$ cat config.mk
export PLATFORM = sky130hd
export DESIGN_NAME = gpio_irq_bank
export DESIGN_NICKNAME = d
export VERILOG_FILES = /design/src/rtl/gpio_irq_bank.sv
export SDC_FILE = /design/constraint.sdc
export NUM_CORES = 1
export LEC_CHECK = 0
export BUFFER_PORTS_ARGS = -buffer_cell sky130_fd_sc_hd__buf_2
export CAP_MARGIN = 20
export CORE_UTILIZATION = 50
export DETAILED_ROUTE_END_ITERATION = 10
export GPL_TIMING_DRIVEN = 0
export PLACE_DENSITY_LB_ADDON = 0.08
export SETUP_SLACK_MARGIN = 0.05
export SYNTH_ARGS = -nofsm -noshare
export SYNTH_HDL_FRONTEND = slang
export SYNTH_SLANG_ARGS = --single-unit
export TNS_END_PERCENT = 5
$ cat constraint.sdc
create_clock -name clk -period 3.09 [get_ports clk]
set_input_delay 0.618 -clock clk [delete_from_list [all_inputs] [get_ports clk]]
set_output_delay 0.618 -clock clk [all_outputs]
set_load 0.005 [all_outputs]
$ cat src/rtl/gpio_irq_bank.sv
module gpio_irq_bank (
  input  logic        clk,
  input  logic        rst_n,
  input  logic        bus_sel,
  input  logic        bus_wr,
  input  logic [7:0]  bus_addr,
  input  logic [31:0] bus_wdata,
  output logic [31:0] bus_rdata,
  input  logic [31:0] pin_in,
  output logic [31:0] pin_out,
  output logic [31:0] pin_oe,
  output logic        irq
);
  logic [31:0] dout, dir, en, msk, typ, pol;
  logic [31:0] s1, s2, s3, lat;
  logic [31:0] ev, lvl, raw, status, eoi_clr;
  logic        wr;

  function automatic logic [15:0] mwr(input logic [15:0] old, input logic [31:0] wd);
    return (old & ~wd[31:16]) | (wd[15:0] & wd[31:16]);
  endfunction

  assign wr = bus_sel & bus_wr;

  always_ff @(posedge clk or negedge rst_n) begin
    if (!rst_n) begin
      dout <= '0; dir <= '0; en <= '0; msk <= '0; typ <= '0; pol <= '0;
    end else if (wr) begin
      case (bus_addr)
        8'h00: dout[15:0]  <= mwr(dout[15:0],  bus_wdata);
        8'h04: dout[31:16] <= mwr(dout[31:16], bus_wdata);
        8'h08: dir[15:0]   <= mwr(dir[15:0],   bus_wdata);
        8'h0C: dir[31:16]  <= mwr(dir[31:16],  bus_wdata);
        8'h10: en[15:0]    <= mwr(en[15:0],    bus_wdata);
        8'h14: en[31:16]   <= mwr(en[31:16],   bus_wdata);
        8'h18: msk[15:0]   <= mwr(msk[15:0],   bus_wdata);
        8'h1C: msk[31:16]  <= mwr(msk[31:16],  bus_wdata);
        8'h20: typ[15:0]   <= mwr(typ[15:0],   bus_wdata);
        8'h24: typ[31:16]  <= mwr(typ[31:16],  bus_wdata);
        8'h28: pol[15:0]   <= mwr(pol[15:0],   bus_wdata);
        8'h2C: pol[31:16]  <= mwr(pol[31:16],  bus_wdata);
        default: ;
      endcase
    end
  end

  assign eoi_clr[15:0]  = (wr && bus_addr == 8'h60) ? (bus_wdata[15:0] & bus_wdata[31:16]) : 16'h0;
  assign eoi_clr[31:16] = (wr && bus_addr == 8'h64) ? (bus_wdata[15:0] & bus_wdata[31:16]) : 16'h0;

  always_ff @(posedge clk or negedge rst_n) begin
    if (!rst_n) begin
      s1 <= '0; s2 <= '0; s3 <= '0; lat <= '0;
    end else begin
      s1  <= pin_in;
      s2  <= s1;
      s3  <= s2;
      lat <= typ & ~dir & ((lat & ~eoi_clr) | ev);
    end
  end

  assign ev     = typ & ~dir & ((pol & s2 & ~s3) | (~pol & ~s2 & s3));
  assign lvl    = ~typ & ~dir & ~(s2 ^ pol);
  assign raw    = (typ & ~dir & lat) | lvl;
  assign status = raw & en & ~msk;
  assign irq    = |status;

  assign pin_out = dout;
  assign pin_oe  = dir;

  always_comb begin
    case (bus_addr)
      8'h00: bus_rdata = {16'h0, dout[15:0]};
      8'h04: bus_rdata = {16'h0, dout[31:16]};
      8'h08: bus_rdata = {16'h0, dir[15:0]};
      8'h0C: bus_rdata = {16'h0, dir[31:16]};
      8'h10: bus_rdata = {16'h0, en[15:0]};
      8'h14: bus_rdata = {16'h0, en[31:16]};
      8'h18: bus_rdata = {16'h0, msk[15:0]};
      8'h1C: bus_rdata = {16'h0, msk[31:16]};
      8'h20: bus_rdata = {16'h0, typ[15:0]};
      8'h24: bus_rdata = {16'h0, typ[31:16]};
      8'h28: bus_rdata = {16'h0, pol[15:0]};
      8'h2C: bus_rdata = {16'h0, pol[31:16]};
      8'h50: bus_rdata = status;
      8'h58: bus_rdata = raw;
      8'h70: bus_rdata = s2;
      default: bus_rdata = '0;
    endcase
  end
endmodule

Yosys cells after proc, flatten, opt, wreduce, memory -nomap -nowiden
Index checks and enable logic that the tools add are counted.
{ "totals": {"reg_bits": 320, "latch_bits": 0, "ramBits": 0, "mem_bits_ro": 0, "inputBits": 76, "word_cells": 103, "mem_count": 0} }
{ "classes": {"addsub": 0, "mul": 0, "div_mod_pow": 0, "order_cmp": 0, "n_eq_ne": 16, "n_shift": 0, "n_mux": 3, "bitwise_logic": 52, "n_reduce_logical": 16} }
{ "ops": {"columns": ["cell", "count"], "rows": [
  ["32-bit one-hot mux with 15 select lines", 1],
  ["32-bit bitwise AND", 13],
  ["32-bit inverter", 8],
  ["16-bit bitwise AND", 13],
  ["16-bit OR", 12],
  ["32-bit OR", 3],
  ["8-bit by 7-bit == test with 1-bit output, second input constant", 5],
  ["8-bit by 5-bit == test with 1-bit output, second input constant", 4],
  ["8-bit by 6-bit == test with 1-bit output, second input constant", 4],
  ["16-bit two-way mux", 2],
  ["32-bit OR reduction", 1],
  ["32-bit XOR", 1],
  ["2-bit AND reduction", 12],
  ["8-bit by 4-bit == test with 1-bit output, second input constant", 2],
  ["16-bit inverter", 1],
  ["8-bit by 3-bit == test with 1-bit output, second input constant", 1],
  ["8-bit zero test", 1],
  ["1-bit logical AND", 2],
  ["1-bit bitwise AND", 1]
]} }

Depth between registers and ports, before layout
Gate-level depths: netlist of the first run.
{ "logic_depth": {"depth_word": 7, "mapped_depth": 8} }

Worst setup path after synthesis of the first run
Ideal clock, no wire load.
{ "synth_timing": {"path_kind": "input to output", "startpoint": "in bus_addr[0]", "endpoint": "out bus_rdata[4]", "arrival_ns": 2.321, "required_time_ns": 2.472, "path_slack_ns": 0.151, "cell_stages": 7, "path_buffers": 2, "cell_sequence": "buf_2 or4_1 buf_2 or4_1 a221o_1 nand3_1 or3_1"} }
{ "synth_between": {"elab_chain_cells": 2, "elab_cells_between_ends": 16, "cone_classes": "eq/ne: 14; mux: 1; reduce/logical: 1"} }
{ "synth_rtl": {"columns": ["element", "line_no", "text"], "rows": [
  ["start, declared", "6", "input logic [7:0] bus_addr,"],
  ["8-bit by 7-bit == test with 1-bit output (tied with other cells)", "71", "case (bus_addr)"],
  ["32-bit one-hot mux with 15 select lines (*)", "71", null],
  ["end, declared", "8", "output logic [31:0] bus_rdata,"]
]} }
Mark *: on every way between the ends. The rest lies on a longest branch, timed or not.

==> results by group, run 1 <==
Outcome
  – Outcome: finished with violations
  – Failing checks: negative setup slack

Floorplan
  – Die width: 182 µm
  – # rows: 65
  – Num ports: 173
  – Core area: 31700 µm²
  – DIE AREA: 33200 µm²
  – Die height: 182 µm
  – Starting Density: 0.512

Final layout
  – Final Instance Count excl. Fillers: 2157
  – Share of post-route cells with drive strength above 1: 0.335
  – Post-layout instance area: 19800 µm²
  – Area Overhead vs Synth: 21.8%
  – Final Net Count: 1874
  – Filler cells: 2648
  – Post-layout util: 0.623
  – Antenna Cells: 0

Critical path
  – Crit start category: flip-flop
  – Crit Path Max Fanout: 2
  – Crit path DAT: 2.64 ns
  – Crit Path Class: flip-flop to primary output
  – Critical Path End Type: primary output
  – WP data required: 2.47 ns

Synth
  – Syn nets: 1630
  – Post-synth ARST share: 1.00
  – Synth Flop Type: dfrtp_1
  – Sequential share of the synthesized area: 0.493
  – Post-synth EDFFs: 0
  – Syn. warnings: 0
  – Synthesized area per cell: 10.9 µm²
  – Yosys reg bits: 320
  – Post-Synthesis Cell Area: 16200 µm²
  – Count of cell types in the netlist: 59
  – Cell count after synthesis: 1490

Drt
  – Via count: 13200
  – ANT nets after route: 0
  – Wire per inst: 25.3 µm
  – DR DRC count: 0
  – Via density: 6.13
  – First-iteration detailed-routing DRC count: 1506
  – Post-Route WL: 54600 µm
  – Drt first pass iters: 8

Run
  – MaxCap Viol Count: 0

Pwr
  – Maximum vdd drop: 333 µV
  – LEAKAGE: 9.22 nW
  – Comb pwr share: 0.068
  – Clk network pwr share: 0.454
  – Int Power: 6.96 mW
  – Pwr Density: 464 nW/µm²
  – Seq pwr share: 0.478
  – Net switching power: 2.20 mW
  – Sw Ratio: 0.240

Clock network
  – TritonCTS buffer count: 36
  – CTS max path bufs: 3
  – CTS tree: done
  – Clk_lat worst skew: 0.52 ns
  – Clock Pin Slew Worst Setup and Hold Paths: 0.06 ns
  – Clock root cell: clkbuf_16
  – H-tree depth: 2
  – CTS Hold Bufs: 0
  – CTS sink cnt: 320

Placement
  – # placed instances: 2067
  – Final Wtd Congestion: 0.921
  – DPL Wire Length: 36100 µm
  – DP Area: 17700 µm²
  – Number of port buffers: 168

GRT
  – Total GRT Usage: 0.332
  – Gr ovfl total: 0
  – Largest net degree at the start of global routing: 117
  – Initial antenna violation count: 0
  – Global-route wire length before repair: 81600 µm
  – Vias in the first global route: 13000

STA
  – Relative slew slack: 0.283
  – Setup repair after global routing missed its margin: true
  – Final setup viols: 17
  – Maximum clock rate: 307 MHz
  – Number of max-slew violations in the final report: 0
  – Hold_ws: 0.0886 ns
  – Final Cycle Share: 1.05
  – Tmin final: 3.26 ns
  – Final setup margin: -0.165 ns
  – Hold Fails Final Rpt: 0
  – Worst-margin pin slew: 1.08 ns
  – Final Skew: 0.00758 ns
  – Fin Setup TNS: -1.66 ns

Worst hold path
  – Min-delay worst type: input port to asynchronous set/reset pin
==> cell usage after synthesis, types with 10 or more instances <==
master,n,area share
dfrtp_1,320,0.49
nand2_1,261,0.060
mux2_2,160,0.11
inv_1,75,0.017
ha_1,64,0.049
a21oi_1,60,0.018
a22oi_1,58,0.027
o21ai_0,50,0.015
clkbuf_1,44,0.010
nand2b_1,43,0.017
mux2i_1,33,0.020
a222oi_1,27,0.017
or2_2,26,0.010
buf_2,23,0.0071
mux2_1,23,0.016
nor2_1,22,0.0051
o22ai_1,19,0.0073
a211oi_1,13,0.0060
a2111oi_0,12,0.0065
a22o_1,10,0.0054
mux2_4,10,0.0092
or3_1,10,0.0039
==> repair_timing <==
item	in CTS	in global routing
cloned	1	0
pin swaps	28	17
endpoints found under the setup margin	33	28
gates resized for setup	151	19
buffers inserted	23	6
==> cells by family after synthesis <==
group / count (synthesis) / share of synthesized area
simple gates: 442 / 0.139
flops: 320 / 0.493
compound gates: 276 / 0.116
mux: 226 / 0.157
buf+inv: 162 / 0.0452
fa+ha+maj: 64 / 0.0493
==> area by class of cell <==
type / instances / area, µm² / area share
flip-flops and latches: 320 / 8010 / 0.405
multi-input cells: 1008 / 7990 / 0.404
repair buffers: 206 / 1240 / 0.0626
clock buffers: 47 / 1000 / 0.0508
plain buffers: 87 / 638 / 0.0323
well taps: 402 / 503 / 0.0254
inverters: 75 / 282 / 0.0142
clock inverters: 12 / 110 / 0.00557
==> final timing paths <==
kind,start,endpoint,slack [ns],cells past startpoint
worst min register to register,s1[1],s2[1],0.34,0
worst min-delay path,rst_n,lat[0],0.09,1
worst max register to register,flip-flop,lat[13],2.01,4
min in group clk,pin_in[23],s1[23],0.20,1
worst max-delay path,flip-flop,irq,-0.17,8
max in group asynchronous,rst_n,s1[22],1.87,2
==> placed cells by master, fill, tap and decap left out, types with 6 or more instances in the layout <==
master	n
o22ai_1	19
buf_2	181
nand3b_1	9
a2111oi_4	11
a21oi_1	58
or3_1	8
nor2_1	14
mux2_4	10
buf_6	17
dfrtp_1	320
nor2_4	7
o211ai_1	8
mux2i_1	33
clkinv_2	10
buf_4	43
a211oi_1	6
nor3_4	8
inv_1	75
mux2_1	23
clkbuf_4	6
o21ai_0	44
a222oi_1	27
a22o_1	10
clkbuf_1	30
or2_2	21
mux2_2	160
nand2b_1	43
clkbuf_16	37
a22oi_1	57
ha_1	64
nor2b_1	9
clkbuf_8	10
clkbuf_2	6
nand2_1	260
o21ai_1	6
==> worst max-delay path, cell delays in order (launching register included) <==
cell	delay, ns
dfrtp_1	0.36
inv_1	0.05
ha_1	0.26
nor2_1	0.05
o21a_2	0.26
or4_4	0.53
nor4_4	0.21
nand4_1	0.22
buf_2	0.19
==> metal layers <==
layer / track usage / vias up / wire [µm]
met5: 0 / - / 0
met4: 0.138 / 0 / 2110
met3: 0.0882 / 145 / 5890
met2: 0.507 / 710 / 24400
met1: 0.447 / 6593 / 22200
li1: - / 5783 / -
==> per-stage QoR <==
stage	setup WS (ns)	power (mW)
finish	-0.165	9.17
global route	-0.234	9.45
CTS	-0.128	9.19
detailed placement	-1.25	5.01
global placement	-4.93	4.98
floorplan	0.151	4.69
==> power groups by stage <==
stage	clock [mW]	combinational [mW]	sequential [mW]
finish	4.16	0.621	4.38
global route	4.39	0.676	4.39
CTS	4.20	0.609	4.38
detailed placement	0	0.549	4.46
global placement	0	0.527	4.45
floorplan	0	0.260	4.43
(Power assumes the default switching activity.)
==> inputs of run 2 (changes only) <==
- REMOVE_ABC_BUFFERS: unset -> 1
- SETUP_SLACK_MARGIN: 0.05 -> unset
==> run 2 against run 1 <==
  * The flow still finishes with violations (negative setup slack)
  * Flip-flop and latch count is the same
  * Cell area is 0.80% lower
  * Combinational power down 6.0%
  * Clock-buffer cell count rose by 4
  * Worst hold slack worse by 0.078 ns
  * Sequential power about the same
  * Worst setup slack got worse by 0.063 ns
  * Sequential share of layout area increased by 0.33 points
  * Die area unchanged
  * Global-route usage is 2.1 points lower
  * Critical path depth rose by 1
  * Clock power rose by 4%
  * Highest routed layer is now met5
==> results by group, run 2 (synthesized netlist as in run 1, its figures left out) <==
Final layout
  – Area Overhead vs Synth: 20.8% (was 21.8%)
  – Antenna Cells: 0 (unchanged)
  – Post-layout util: 0.618 (was 0.623)
  – Final Instance Count excl. Fillers: 2099 (was 2157)
  – Share of post-route cells with drive strength above 1: 0.326 (was 0.335)
  – Commonest cells after routing, fill and taps aside: dfrtp_1 (319), nand2_1 (259), buf_2 (165), mux2_2 (160), inv_1 (74) (was dfrtp_1 (320), nand2_1 (260), buf_2 (181), mux2_2 (160), inv_1 (75))
  – Commonest non-fill, non-tap cell in the layout: dfrtp_1 (unchanged)
  – Final Net Count: 1810 (was 1874)
  – Post-layout instance area: 19600 µm² (was 19800 µm²)
  – Filler cells: 2609 (was 2648)

Floorplan
  – Num ports: 173 (unchanged)
  – Die width: 182 µm (unchanged)
  – # rows: 65 (unchanged)
  – Die height: 182 µm (unchanged)
  – Core area: 31700 µm² (unchanged)
  – Starting Density: 0.512 (unchanged)
  – DIE AREA: 33200 µm² (unchanged)

Critical path
  – Critical Path End Type: primary output (unchanged)
  – Cell repeated most along the worst path: buf_2
  – Crit path DAT: 2.70 ns (was 2.64 ns)
  – CP max-delay cell: or4_4 (unchanged)
  – Crit start category: flip-flop (unchanged)
  – Crit Path Max Fanout: 2 (unchanged)
  – Crit Path Class: flip-flop to primary output (unchanged)
  – Crit-path cells: inv_1 > ha_1 > or2_2 > a2111oi_2 > buf_2 > or4_4 > nor4_4 > nand4_1 > buf_2 (was inv_1 > ha_1 > nor2_1 > o21a_2 > or4_4 > nor4_4 > nand4_1 > buf_2)
  – WP data required: 2.47 ns (about the same)
  – Crit-path max cell delay: 0.52 ns (was 0.53 ns)

STA
  – Tmin final: 3.32 ns (was 3.26 ns)
  – Maximum clock rate: 301 MHz (was 307 MHz)
  – Number of max-slew violations in the final report: 0 (unchanged)
  – Setup repair after global routing missed its margin: true (unchanged)
  – Fin Setup TNS: -0.504 ns (was -1.66 ns)
  – Relative slew slack: 0.191 (was 0.283)
  – Final setup margin: -0.228 ns (was -0.165 ns)
  – Final Skew: 0.0167 ns (was 0.00758 ns)
  – Final Cycle Share: 1.07 (was 1.05)
  – Worst-margin pin slew: 1.21 ns (was 1.08 ns)
  – Hold_ws: 0.0103 ns (was 0.0886 ns)
  – Final setup viols: 7 (was 17)
  – Hold Fails Final Rpt: 0 (unchanged)

Clock network
  – TritonCTS buffer count: 35 (was 36)
  – Clock root cell: clkbuf_16 (unchanged)
  – CTS Hold Bufs: 0 (unchanged)
  – Clk_lat worst skew: 0.53 ns (was 0.52 ns)
  – Clock Pin Slew Worst Setup and Hold Paths: 0.06 ns (about the same)
  – H-tree depth: 2 (unchanged)
  – CTS sink cnt: 320 (unchanged)
  – CTS max path bufs: 3 (unchanged)
  – CTS tree: done (unchanged)

Run
  – MaxCap Viol Count: 0 (unchanged)

Drt
  – DR DRC count: 0 (unchanged)
  – Drt first pass iters: 7 (was 8)
  – First-iteration detailed-routing DRC count: 1440 (was 1506)
  – Wire per inst: 24.4 µm (was 25.3 µm)
  – Via count: 12900 (was 13200)
  – Post-Route WL: 51300 µm (was 54600 µm)
  – ANT nets after route: 0 (unchanged)
  – Via density: 6.16 (was 6.13)

Pwr
  – LEAKAGE: 9.10 nW (was 9.22 nW)
  – Maximum vdd drop: 396 µV (was 333 µV)
  – Pwr Density: 475 nW/µm² (was 464 nW/µm²)

Placement
  – # placed instances: 2014 (was 2067)
  – DPL Wire Length: 33200 µm (was 36100 µm)
  – DP Area: 17800 µm² (was 17700 µm²)
  – Number of port buffers: 172 (was 168)
  – Final Wtd Congestion: 0.887 (was 0.921)

Worst hold path
  – Min-delay worst type: input port to asynchronous set/reset pin (unchanged)

GRT
  – Gr ovfl total: 0 (unchanged)
  – Largest net degree at the start of global routing: 112 (was 117)
  – Vias in the first global route: 12500 (was 13000)
  – Initial antenna violation count: 1 (was 0)
  – Global-route wire length before repair: 77100 µm (was 81600 µm)
  – Total GRT Usage: 0.311 (was 0.332)

Outcome
  – Outcome: finished with violations (unchanged)
  – Failing checks: negative setup slack (unchanged)
run 2: final timing paths:
path	from	end	slack (ns)	cells past startpoint
worst max-delay path	s2[11]	irq	-0.23	9
worst min-delay path	rst_n	s3[27]	0.01	1
worst max register to register	s2[5]	lat[5]	2.04	4
worst min register to register	s1[0]	s2[0]	0.34	0
max in group asynchronous	rst_n	asynchronous set/reset pin	1.76	3
min in group clk	pin_in[14]	s1[14]	0.19	1
run 2: power breakdown:
part	internal (mW)	total (mW)	leakage (nW)	switching, mW
logic	0.213	0.584	4.26	0.372
registers	4.29	4.38	4.24	0.0876
clock network	2.59	4.34	0.595	1.75
run 2: metrics by stage:
step | power [mW] | setup WS (ns)
3_3_place_gp | 4.94 | -6.09
5_1_grt | 9.63 | -0.322
2_1_floorplan | 4.62 | -1.75
6_report | 9.31 | -0.228
3_5_place_dp | 4.99 | -1.06
4_1_cts | 9.37 | -0.155
run 2: final cells by class:
type,instances,area (µm²),area share
flip-flops and latches,320,8010,0.408
multi-input cells,1009,8000,0.408
repair buffers,229,1620,0.0826
clock buffers,51,1040,0.0529
well taps,402,503,0.0257
inverters,75,282,0.0144
clock inverters,13,159,0.00810
run 2: per-layer routing:
layer	wire length [µm]	global-route usage	part of all wire	vias up
met5	13	0	0.00025	-
met1	21000	0.431	0.41	6480
met3	4800	0.0563	0.094	138
met4	2180	0.120	0.043	2
met2	23200	0.486	0.45	634
li1	-	-	-	5680
run 2: what timing repair did:
action | 4_1_cts | 5_1_grt
setup buffers | 19 | 0
pin swaps | 16 | 7
gates cloned | 1 | 0
resized for setup | 78 | 21
setup endpoints to repair | 33 | 19
run 2: worst max-delay path: cells and delay by family (launching register included):
family / cells / cell delay (ns)
and+or+nand+nor: 4 / 1.07
adders and majority gates: 1 / 0.26
AOI/OAI and AO/OA: 1 / 0.07
DFF: 1 / 0.36
buffers and inverters: 3 / 0.42
